===== config.mk =====
export PLATFORM = sky130hd
export DESIGN_NAME = ctlp_slave
export DESIGN_NICKNAME = d
export VERILOG_FILES = /design/src/rtl/ctlp_pkg.sv /design/src/rtl/ctlp_insync.sv /design/src/rtl/ctlp_engine.sv /design/src/rtl/ctlp_regbank.sv /design/src/rtl/ctlp_slave.sv
export SDC_FILE = /design/constraint.sdc
export NUM_CORES = 1
export LEC_CHECK = 0
export ABC_CLOCK_PERIOD_IN_PS = 6600
export BUFFER_PORTS_ARGS = -buffer_cell sky130_fd_sc_hd__buf_2
export CAP_MARGIN = 20
export CELL_PAD_IN_SITES_DETAIL_PLACEMENT = 1
export CELL_PAD_IN_SITES_GLOBAL_PLACEMENT = 1
export CORE_ASPECT_RATIO = 2
export CORE_MARGIN = 1.5
export CORE_UTILIZATION = 40
export CTS_CLUSTER_DIAMETER = 50
export DETAILED_ROUTE_END_ITERATION = 10
export PLACE_DENSITY = 0.62
export SETUP_SLACK_MARGIN = 0.4
export SLEW_MARGIN = 0
export SYNTH_ARGS = -nofsm -noshare
export SYNTH_HDL_FRONTEND = slang
export SYNTH_SLANG_ARGS = --single-unit

===== constraint.sdc =====
create_clock -name clk -period 6.6 [get_ports clk]
set_clock_uncertainty 0.05 [all_clocks]
set_input_delay 1.32 -clock clk [delete_from_list [all_inputs] [get_ports clk]]
set_output_delay 1.32 -clock clk [all_outputs]
set_load 0.01 [all_outputs]

===== src/rtl/ctlp_pkg.sv =====
package ctlp_pkg;
  localparam int CP_AW    = 7;
  localparam int CP_DW    = 8;
  localparam int CP_HDR   = CP_AW + 1;
  localparam int CP_FRAME = CP_HDR + CP_DW;

  typedef logic [CP_AW-1:0] cp_addr_t;
  typedef logic [CP_DW-1:0] cp_data_t;

  // next register address in a burst, wrapping at the top of the space
  function automatic cp_addr_t bump_addr(input cp_addr_t a);
    return a + cp_addr_t'(1);
  endfunction

  // true when an address names an implemented register
  function automatic logic in_bank(input cp_addr_t a, input int n);
    return int'(a) < n;
  endfunction
endpackage


===== src/rtl/ctlp_insync.sv =====
module ctlp_insync #(
  parameter int STAGES = 2
) (
  input  logic clk,
  input  logic rst_n,
  input  logic sel_n,
  input  logic sck,
  input  logic sdi,
  output logic sel_q,
  output logic sel_rel,
  output logic sck_rise,
  output logic sck_fall,
  output logic sdi_q
);
  logic [STAGES-1:0] sel_pipe, sck_pipe, sdi_pipe;
  logic sel_last, sck_last;

  always_ff @(posedge clk or negedge rst_n) begin
    if (!rst_n) begin
      sel_pipe <= '1;
      sck_pipe <= '0;
      sdi_pipe <= '0;
      sel_last <= 1'b1;
      sck_last <= 1'b0;
    end else begin
      sel_pipe <= {sel_pipe[STAGES-2:0], sel_n};
      sck_pipe <= {sck_pipe[STAGES-2:0], sck};
      sdi_pipe <= {sdi_pipe[STAGES-2:0], sdi};
      sel_last <= sel_pipe[STAGES-1];
      sck_last <= sck_pipe[STAGES-1];
    end
  end

  assign sel_q    = sel_pipe[STAGES-1];
  assign sdi_q    = sdi_pipe[STAGES-1];
  assign sel_rel  = sel_q & ~sel_last;
  assign sck_rise = sck_pipe[STAGES-1] & ~sck_last;
  assign sck_fall = ~sck_pipe[STAGES-1] & sck_last;
endmodule


===== src/rtl/ctlp_engine.sv =====
module ctlp_engine
  import ctlp_pkg::*;
(
  input  logic     clk,
  input  logic     rst_n,
  input  logic     sel_q,
  input  logic     sel_rel,
  input  logic     sck_rise,
  input  logic     sck_fall,
  input  logic     sdi_q,
  input  cp_data_t bank_word,
  output cp_addr_t bank_addr,
  output logic     sdo,
  output logic     sdo_oe,
  output logic     wr_stb,
  output cp_addr_t wr_addr,
  output cp_data_t wr_data
);
  localparam int CW = $clog2(CP_FRAME + 1);
  localparam int PW = $clog2(CP_DW);
  localparam logic [CW-1:0] CNT_HDR  = CW'(CP_HDR);
  localparam logic [CW-1:0] CNT_LAST = CW'(CP_FRAME - 1);
  localparam logic [CW-1:0] CNT_FULL = CW'(CP_FRAME);
  localparam logic [PW-1:0] POS_LAST = PW'(CP_DW - 1);

  logic [CW-1:0] bit_cnt;
  logic [PW-1:0] byte_pos;
  logic          is_read, pend_vld;
  cp_addr_t      hdr_addr, burst_addr;
  cp_data_t      dshift, pend_data, oshift;

  // named internal events
  logic frame_rise, first_done_ev, burst_ev, release_ev, load_ev;
  cp_data_t byte_done;

  assign frame_rise    = sck_rise & ~sel_q;
  assign byte_done     = {dshift[CP_DW-2:0], sdi_q};
  assign first_done_ev = frame_rise & ~is_read & (bit_cnt == CNT_LAST);
  assign burst_ev      = frame_rise & ~is_read & (bit_cnt == CNT_FULL) & (byte_pos == POS_LAST);
  assign release_ev    = sel_rel & pend_vld;
  assign load_ev       = sck_fall & ~sel_q & is_read & (bit_cnt == CNT_HDR);

  assign bank_addr = hdr_addr;
  assign sdo       = sdo_oe & oshift[CP_DW-1];

  always_ff @(posedge clk or negedge rst_n) begin
    if (!rst_n) begin
      bit_cnt    <= '0;
      byte_pos   <= '0;
      is_read    <= 1'b0;
      pend_vld   <= 1'b0;
      hdr_addr   <= '0;
      burst_addr <= '0;
      dshift     <= '0;
      pend_data  <= '0;
      oshift     <= '0;
      sdo_oe     <= 1'b0;
      wr_stb     <= 1'b0;
      wr_addr    <= '0;
      wr_data    <= '0;
    end else begin
      wr_stb <= burst_ev | release_ev;
      if (burst_ev) begin
        wr_addr <= burst_addr;
        wr_data <= byte_done;
      end else if (release_ev) begin
        wr_addr <= hdr_addr;
        wr_data <= pend_data;
      end

      if (sel_q) begin
        bit_cnt  <= '0;
        byte_pos <= '0;
        is_read  <= 1'b0;
        pend_vld <= 1'b0;
        dshift   <= '0;
        sdo_oe   <= 1'b0;
      end else if (sck_rise) begin
        if (bit_cnt != CNT_FULL) begin
          dshift  <= byte_done;
          bit_cnt <= bit_cnt + 1'b1;
          if (bit_cnt == '0) is_read <= sdi_q;
          else if (bit_cnt < CNT_HDR) hdr_addr <= {hdr_addr[CP_AW-2:0], sdi_q};
          if (first_done_ev) begin
            pend_vld   <= 1'b1;
            pend_data  <= byte_done;
            burst_addr <= bump_addr(hdr_addr);
          end
        end else if (!is_read) begin
          dshift   <= byte_done;
          byte_pos <= burst_ev ? '0 : byte_pos + 1'b1;
          if (burst_ev) burst_addr <= bump_addr(burst_addr);
        end
      end else if (sck_fall) begin
        if (load_ev) begin
          oshift <= bank_word;
          sdo_oe <= 1'b1;
        end else if (sdo_oe && bit_cnt < CNT_FULL) begin
          oshift <= {oshift[CP_DW-2:0], 1'b0};
        end else if (bit_cnt == CNT_FULL) begin
          sdo_oe <= 1'b0;
        end
      end
    end
  end

  // driver enabled only inside a read
  p_oe_read_only_r6: assert property (@(posedge clk) disable iff (!rst_n)
    sdo_oe |-> is_read);
  // enable opens once the header has been taken in
  p_oe_opens_at_hdr_r6: assert property (@(posedge clk) disable iff (!rst_n)
    $rose(sdo_oe) |-> (bit_cnt == CNT_HDR));
  // release before a full frame leaves no strobe
  p_abort_silent_r4: assert property (@(posedge clk) disable iff (!rst_n)
    (sel_rel && bit_cnt < CNT_FULL) |=> !wr_stb);
  // idle select returns the frame to its start
  p_idle_clear_r1: assert property (@(posedge clk) disable iff (!rst_n)
    sel_q |=> (bit_cnt == '0 && byte_pos == '0));
endmodule


===== src/rtl/ctlp_regbank.sv =====
module ctlp_regbank
  import ctlp_pkg::*;
#(
  parameter int NUM_REGS = 16
) (
  input  logic     clk,
  input  logic     rst_n,
  input  logic     wr_en,
  input  cp_addr_t wr_addr,
  input  cp_data_t wr_data,
  input  cp_addr_t a_addr,
  output cp_data_t a_data,
  input  cp_addr_t b_addr,
  output cp_data_t b_data,
  output logic     upd_stb
);
  localparam int IW = (NUM_REGS > 1) ? $clog2(NUM_REGS) : 1;

  cp_data_t mem [NUM_REGS];

  assign upd_stb = wr_en & in_bank(wr_addr, NUM_REGS);
  assign a_data  = in_bank(a_addr, NUM_REGS) ? mem[a_addr[IW-1:0]] : '0;
  assign b_data  = in_bank(b_addr, NUM_REGS) ? mem[b_addr[IW-1:0]] : '0;

  always_ff @(posedge clk or negedge rst_n) begin
    if (!rst_n) begin
      for (int i = 0; i < NUM_REGS; i++) mem[i] <= '0;
    end else if (upd_stb) begin
      mem[wr_addr[IW-1:0]] <= wr_data;
    end
  end

  // a strobed byte is held in the addressed register next cycle
  p_commit_lands_r8: assert property (@(posedge clk) disable iff (!rst_n)
    upd_stb |=> (mem[$past(wr_addr[IW-1:0])] == $past(wr_data)));
endmodule


===== src/rtl/ctlp_slave.sv =====
module ctlp_slave
  import ctlp_pkg::*;
#(
  parameter int NUM_REGS    = 16,
  parameter int SYNC_STAGES = 2
) (
  input  logic       clk,
  input  logic       rst_n,
  input  logic       ctl_sel_n,
  input  logic       ctl_sck,
  input  logic       ctl_sdi,
  output logic       ctl_sdo,
  output logic       ctl_sdo_oe,
  input  logic [6:0] host_rd_addr,
  output logic [7:0] host_rd_data,
  output logic       upd_stb,
  output logic [6:0] upd_addr,
  output logic [7:0] upd_data
);
  logic sel_q, sel_rel, sck_rise, sck_fall, sdi_q, eng_stb;
  cp_addr_t eng_addr, bank_addr;
  cp_data_t eng_data, bank_word;

  ctlp_insync #(.STAGES(SYNC_STAGES)) u_sync (
    .clk(clk), .rst_n(rst_n), .sel_n(ctl_sel_n), .sck(ctl_sck), .sdi(ctl_sdi),
    .sel_q(sel_q), .sel_rel(sel_rel), .sck_rise(sck_rise), .sck_fall(sck_fall),
    .sdi_q(sdi_q)
  );

  ctlp_engine u_eng (
    .clk(clk), .rst_n(rst_n), .sel_q(sel_q), .sel_rel(sel_rel),
    .sck_rise(sck_rise), .sck_fall(sck_fall), .sdi_q(sdi_q),
    .bank_word(bank_word), .bank_addr(bank_addr),
    .sdo(ctl_sdo), .sdo_oe(ctl_sdo_oe),
    .wr_stb(eng_stb), .wr_addr(eng_addr), .wr_data(eng_data)
  );

  ctlp_regbank #(.NUM_REGS(NUM_REGS)) u_bank (
    .clk(clk), .rst_n(rst_n), .wr_en(eng_stb), .wr_addr(eng_addr), .wr_data(eng_data),
    .a_addr(bank_addr), .a_data(bank_word),
    .b_addr(host_rd_addr), .b_data(host_rd_data),
    .upd_stb(upd_stb)
  );

  assign upd_addr = eng_addr;
  assign upd_data = eng_data;
endmodule


# Word level (Yosys, flattened, before mapping)
# Cells that the tools add are included.
[op_classes]
add_sub_neg = 4
n_lt_le_gt_ge = 9
n_eq_ne = 12
muxes = 47
bitwise_logic = 25
reduce_logical = 22
[op_table]
columns = ["op", "count"]
rows = [
  ["bitwise mux 128 bit", 1],
  ["2-to-1 mux 8 bit", 11],
  ["2-to-1 mux 7 bit", 10],
  ["binary-select mux 8 bit (select 4 bit)", 2],
  ["demux 8 bit (select 4 bit)", 1],
  ["less-than comparator 7 x 5 -> 1 bit, second input constant", 3],
  ["nonzero test 2 bit", 8],
  [">= comparator 5 bit, second input constant", 3],
  ["2-to-1 mux 3 bit", 5],
  ["2-to-1 mux 5 bit", 3],
  ["inverter 4 -> 5 bit", 3],
  ["adder 7 x 1 -> 7 bit, second input constant", 2],
  ["bitwise AND 1 bit", 14],
  ["2-to-1 mux 1 bit", 14],
  ["AND reduction 4 bit", 3],
  ["equality test 5 x 4 -> 1 bit, second input constant", 2],
  ["AND reduction 5 bit", 2],
  ["AND reduction 3 bit", 3],
  ["!= test 2 bit, second input constant", 4],
  ["inverter 1 bit", 7],
  ["adder 5 x 1 -> 5 bit, second input constant", 1],
  ["equality test 5 bit, second input constant", 1],
  ["zero test 5 bit", 1],
  ["less-than comparator 5 x 1 -> 1 bit, second input constant", 1],
  ["12 further kinds", 14],
]
[word_totals]
register_bits = 200
in_bits = 12
output_inout_bits = 26
elab_cells = 153

# Depth between registers and ports, before layout
[logic_depth]
word_depth = 11
ltp_mapped = 13
mapped_depth_nobuf = 11

# Cells and area by module
# From an unflattened synthesis, not the netlist that was laid out.
[hier_totals]
hier_cells = 752
area_unflattened_um2 = 10312.4
[modules_own_cells]
columns = ["mod", "instances", "cells_each", "area_each_um2", "seq_area_each_um2"]
rows = [
  ["ctlp_regbank", 1, 442, 7000.5, 3203.1],
  ["ctlp_engine", 1, 299, 3086.7, 1601.5],
  ["ctlp_insync", 1, 11, 225.2, 203.9],
]

# Worst setup path after synthesis
# OpenSTA, ideal clock, no wires.
[synth_path]
kind = "input-to-output"
startpoint = "input port host_rd_addr[0]"
endpoint = "output port host_rd_data[0]"
arrival_ns = 2.974
required_ns = 5.230
slack_ns = 2.256
stages = 5
path_buffers = 2
cell_sequence = "clkbuf_1 -> buf_2 -> mux4_2 -> mux4_2 -> nor2b_1"
[synth_via]
elab_chain_cells = 5
word_cells_on_any_way = 6
cone_classes = "1 x order compare; 4 x mux; 1 x bitwise"
[synth_lines]
columns = ["item", "line", "rtl"]
rows = [
  ["start: declaration", "ctlp_slave.sv:14", "input logic [6:0] host_rd_addr,"],
  ["inverter 4 -> 5 bit (implied by the code)", "ctlp_regbank.sv:23", "assign b_data = in_bank(b_addr, NUM_REGS) ? mem[b_addr[IW-1:0]] : '0;"],
  ["binary-select mux 8 bit (select 4 bit)", "ctlp_regbank.sv:23", ""],
  ["2-to-1 mux 8 bit (implied by the code) (2 in a row)", "ctlp_regbank.sv:23", ""],
  ["2-to-1 mux 8 bit (*)", "ctlp_regbank.sv:23", ""],
  ["end: declaration", "ctlp_slave.sv:15", "output logic [7:0] host_rd_data,"],
]
# Every way passes the cells marked *; elsewhere a longest branch is shown, timed or not. The select of a mux whose other input is x is not followed.

# Worst setup path in the final report
[layout_path]
startpoint = "input port host_rd_addr[0]"
endpoint = "output port host_rd_data[2]"
# Same word-level chain as after synthesis.

==> out/results.tsv <==
stage	metric	value	unit
status	outcome	completed	
setup_path	WP buf/inv	3	
synth	#FFs+latches synth	200	
clock_network	H-tree depth	4	
power_and_ir_drop	Final Power	2.63	mW
setup_path	CP max FO	20	
power_and_ir_drop	PD cells	232	nW/um^2
synth	synth top area cells	dfrtp_1 48%, mux2_2 16%, mux4_2 16%	
finish	fill cell count	2598	
sta	Worst Tran Pin Value	1.16	ns
grt	first-pass GRT wire length	45000	um
grt	GR Overflow Total	0	
synth	post-synth design cell area	10200	um^2
sta	fin crit share	0.708	
sta	Final Hold Fails	0	
placement	final HPWL from detailed placement	20200	um
sta	unrepaired setup endpoints after global routing	no	
drt	post-route ant nets	0	
sta	fmax	0.214	GHz
clock_network	TritonCTS clock tree	built	
synth	synth unique cells	53	
clock_network	clk_lat worst skew	0.46	ns
die	initial cell density of the core	0.406	
power_and_ir_drop	peak supply drop	0.184	mV
flow_run	max_cap viols	0	
synth	number of flops mapped to enable cells by yosys	0	
grt	GRT Total Usage	0.233	
synth	Synth Net Count	769	
synth	post-synth top area share	0.485	
drt	post-detailed-route DRC marker count	0	
worst_hold_path	Hold Crit Class	reg -> reg	
drt	DRT iter0 DRCs	361	
drt	via count	6606	
clock_network	CTS buffer count	17	
clock_network	post-CTS setup buffer count	0	
sta	headroom to the max-slew limit	0.227	
die	site row count	82	
drt	Vias/cell	5.89	
setup_path	crit path max-delay cell type	mux4_2	
grt	vias in the first global route	7525	
power_and_ir_drop	Pleak	5.13	nW
sta	Slew Viols, Final	0	
setup_path	type of origin of the critical path	input pin	
die	core area	25000	um^2
clock_network	root buf cell	clkbuf_16	
synth	sequential fraction of the synthesis area	0.492	
finish	Area growth syn-to-layout	11.5	%
finish	ANT cells	0	
clock_network	clk sink count	200	
setup_path	Arrival @ worst endpoint	3.31	ns
finish	share of cells above drive strength 1	0.399	
clock_network	Post-CTS Resized	0	
drt	drt pass-1 iters	4	
clock_network	clk slew on worst S/H paths	0.07	ns
die	IO Pins	38	
finish	Final Net Count	790	
finish	Multi-input gate area	4930	um^2
synth	Synth area leader	dfrtp_1	
synth	Top FF cell, synth	dfrtp_1	
die	full die area	26500	um^2
setup_path	WS Path Type	in -> out	
die	Die X	116	um
synth	fraction of registers with async set/reset	1.00	
grt	initial antenna violation count	0	
clock_network	# hold bufs at CTS	0	
sta	setup TNS	0	ns
synth	YS warnings	0	
drt	drt total wl	28800	um
setup_path	worst endpoint required time	5.23	ns
clock_network	clk buf depth	2	
die	die height	229	um
finish	Reg area	5010	um^2
placement	# port buffers	37	
sta	final hold slack	0.299	ns
setup_path	Crit path max-delay family	multiplexers	
setup_path	crit path cell chain	buf_2, buf_12, mux4_2, mux4_2, nor2b_1, buf_2	
synth	synthesized instance count	751	
setup_path	Critical Path End Type	output port	
synth	Avg Synthesized Cell Area	13.5	um^2
sta	min Tclk post-route	4.68	ns
setup_path	Max stage delay on crit path	0.53	ns
grt	largest net degree at the start of global routing	100	
placement	Placer Congestion	0.829	
drt	DR WL/cell	25.7	um
sta	# setup viols final	0	
worst paths after layout:
check                                         from  slack [ns]                  to  depth (start not counted)
worst max-delay path               host_rd_addr[0]        1.92     host_rd_data[2]                          6
min in group asynchronous                    rst_n        0.89  u_eng.pend_data[5]                          1
worst max register to register    u_eng.wr_addr[6]        3.73      u_bank.mem[92]                          4
worst min-delay path            u_sync.sdi_pipe[0]        0.30  u_sync.sdi_pipe[1]                          0
worst min register to register  u_sync.sdi_pipe[0]        0.30  u_sync.sdi_pipe[1]                          0
max in group asynchronous                    rst_n        4.22     u_bank.mem[113]                          2
metal layers:
| metal | share of wire | up-vias | GRT usage | routed length (um) |
|---|---|---|---|---|
| met5 | 0 | - | 0 | 0 |
| met4 | 0.032 | 0 | 0.0934 | 930 |
| met3 | 0.027 | 45 | 0.0395 | 784 |
| met2 | 0.57 | 113 | 0.429 | 16400 |
| met1 | 0.37 | 3603 | 0.261 | 10700 |
| li1 | - | 2845 | - | - |
layout by cell type, fill, tap and decap left out, types with 5 or more instances in the layout:
cell type / Yosys / routed
a31oi_1: 8 / 8
mux2_2: 145 / 145
buf_4: 3 / 14
or3_1: 8 / 8
buf_2: 11 / 36
clkbuf_16: 0 / 17
a211oi_1: 6 / 6
nand3_1: 9 / 9
mux2i_1: 22 / 22
dfrtp_1: 197 / 196
ha_1: 6 / 6
mux4_2: 72 / 72
bufinv_16: 0 / 5
nand2_1: 65 / 65
inv_1: 9 / 9
nor2b_1: 16 / 16
a21oi_1: 18 / 18
o21ai_0: 17 / 17
nor3_1: 5 / 5
nor2_1: 34 / 34
a22oi_1: 10 / 10
sequential cells by signal, indices dropped and copies added (netlist names), 2 cells and up:
register,cells
u_eng.dshift,7
u_eng.wr_addr,7
u_sync.sel_pipe,2
u_eng.wr_data,8
u_eng.bank_addr,7
u_eng.burst_addr,7
u_bank.mem,128
u_sync.sdi_pipe,2
u_sync.sck_pipe,2
u_eng.oshift,8
u_eng.byte_pos,3
u_eng.pend_data,8
u_eng.bit_cnt,5
synthesized netlist by cell type, types with 6 or more instances:
master	instances
a22oi_1	10
a211oi_1	6
nand2_1	65
or3_1	8
inv_1	9
mux2i_1	22
o21ai_0	17
nor2b_1	16
buf_2	11
a21oi_1	18
mux2_2	145
clkbuf_1	33
dfrtp_1	197
a31oi_1	8
nand3_1	9
ha_1	6
mux4_2	72
nor2_1	34
final cells by class:
class                      count  share of cell area
tap                          336              0.0370
inverter                       9             0.00298
clock buffer                  21              0.0388
clock inverter                11              0.0174
sequential                   200               0.442
multi-input combinational    492               0.434
timing repair buffer          52              0.0281
stage by stage:
step                      setup WS, ns  utilization  std cells  area (um^2)
after floorplan                   2.26            -        751        10200
after global placement            1.63        0.427       1088        10700
after detailed placement          1.59        0.427       1088        10700
after CTS                         1.58        0.452       1120        11300
after global routing              1.79        0.453       1121        11300
final                             1.92        0.453       1121        11300
power breakdown:
part | internal (mW) | switching, mW
logic | 0.0860 | 0.122
registers | 1.24 | 0.0357
clock network | 0.674 | 0.482
cell families (layout without fill, tap and decap cells):
| logic type | count (synthesis) | in the layout | synth area share |
|---|---|---|---|
| multiplexers | 240 | 240 | 0.343 |
| buffers and inverters | 59 | 93 | 0.0242 |
| AND/OR/NAND/NOR | 174 | 174 | 0.0888 |
| XOR/XNOR | 4 | 4 | 0.00344 |
| flip-flops | 200 | 200 | 0.492 |
| adder cells (fa/ha/maj) | 6 | 6 | 0.00738 |
| AO/OA/AOI/OAI | 68 | 68 | 0.0413 |
Note: power is estimated with default switching activity, not from simulation.
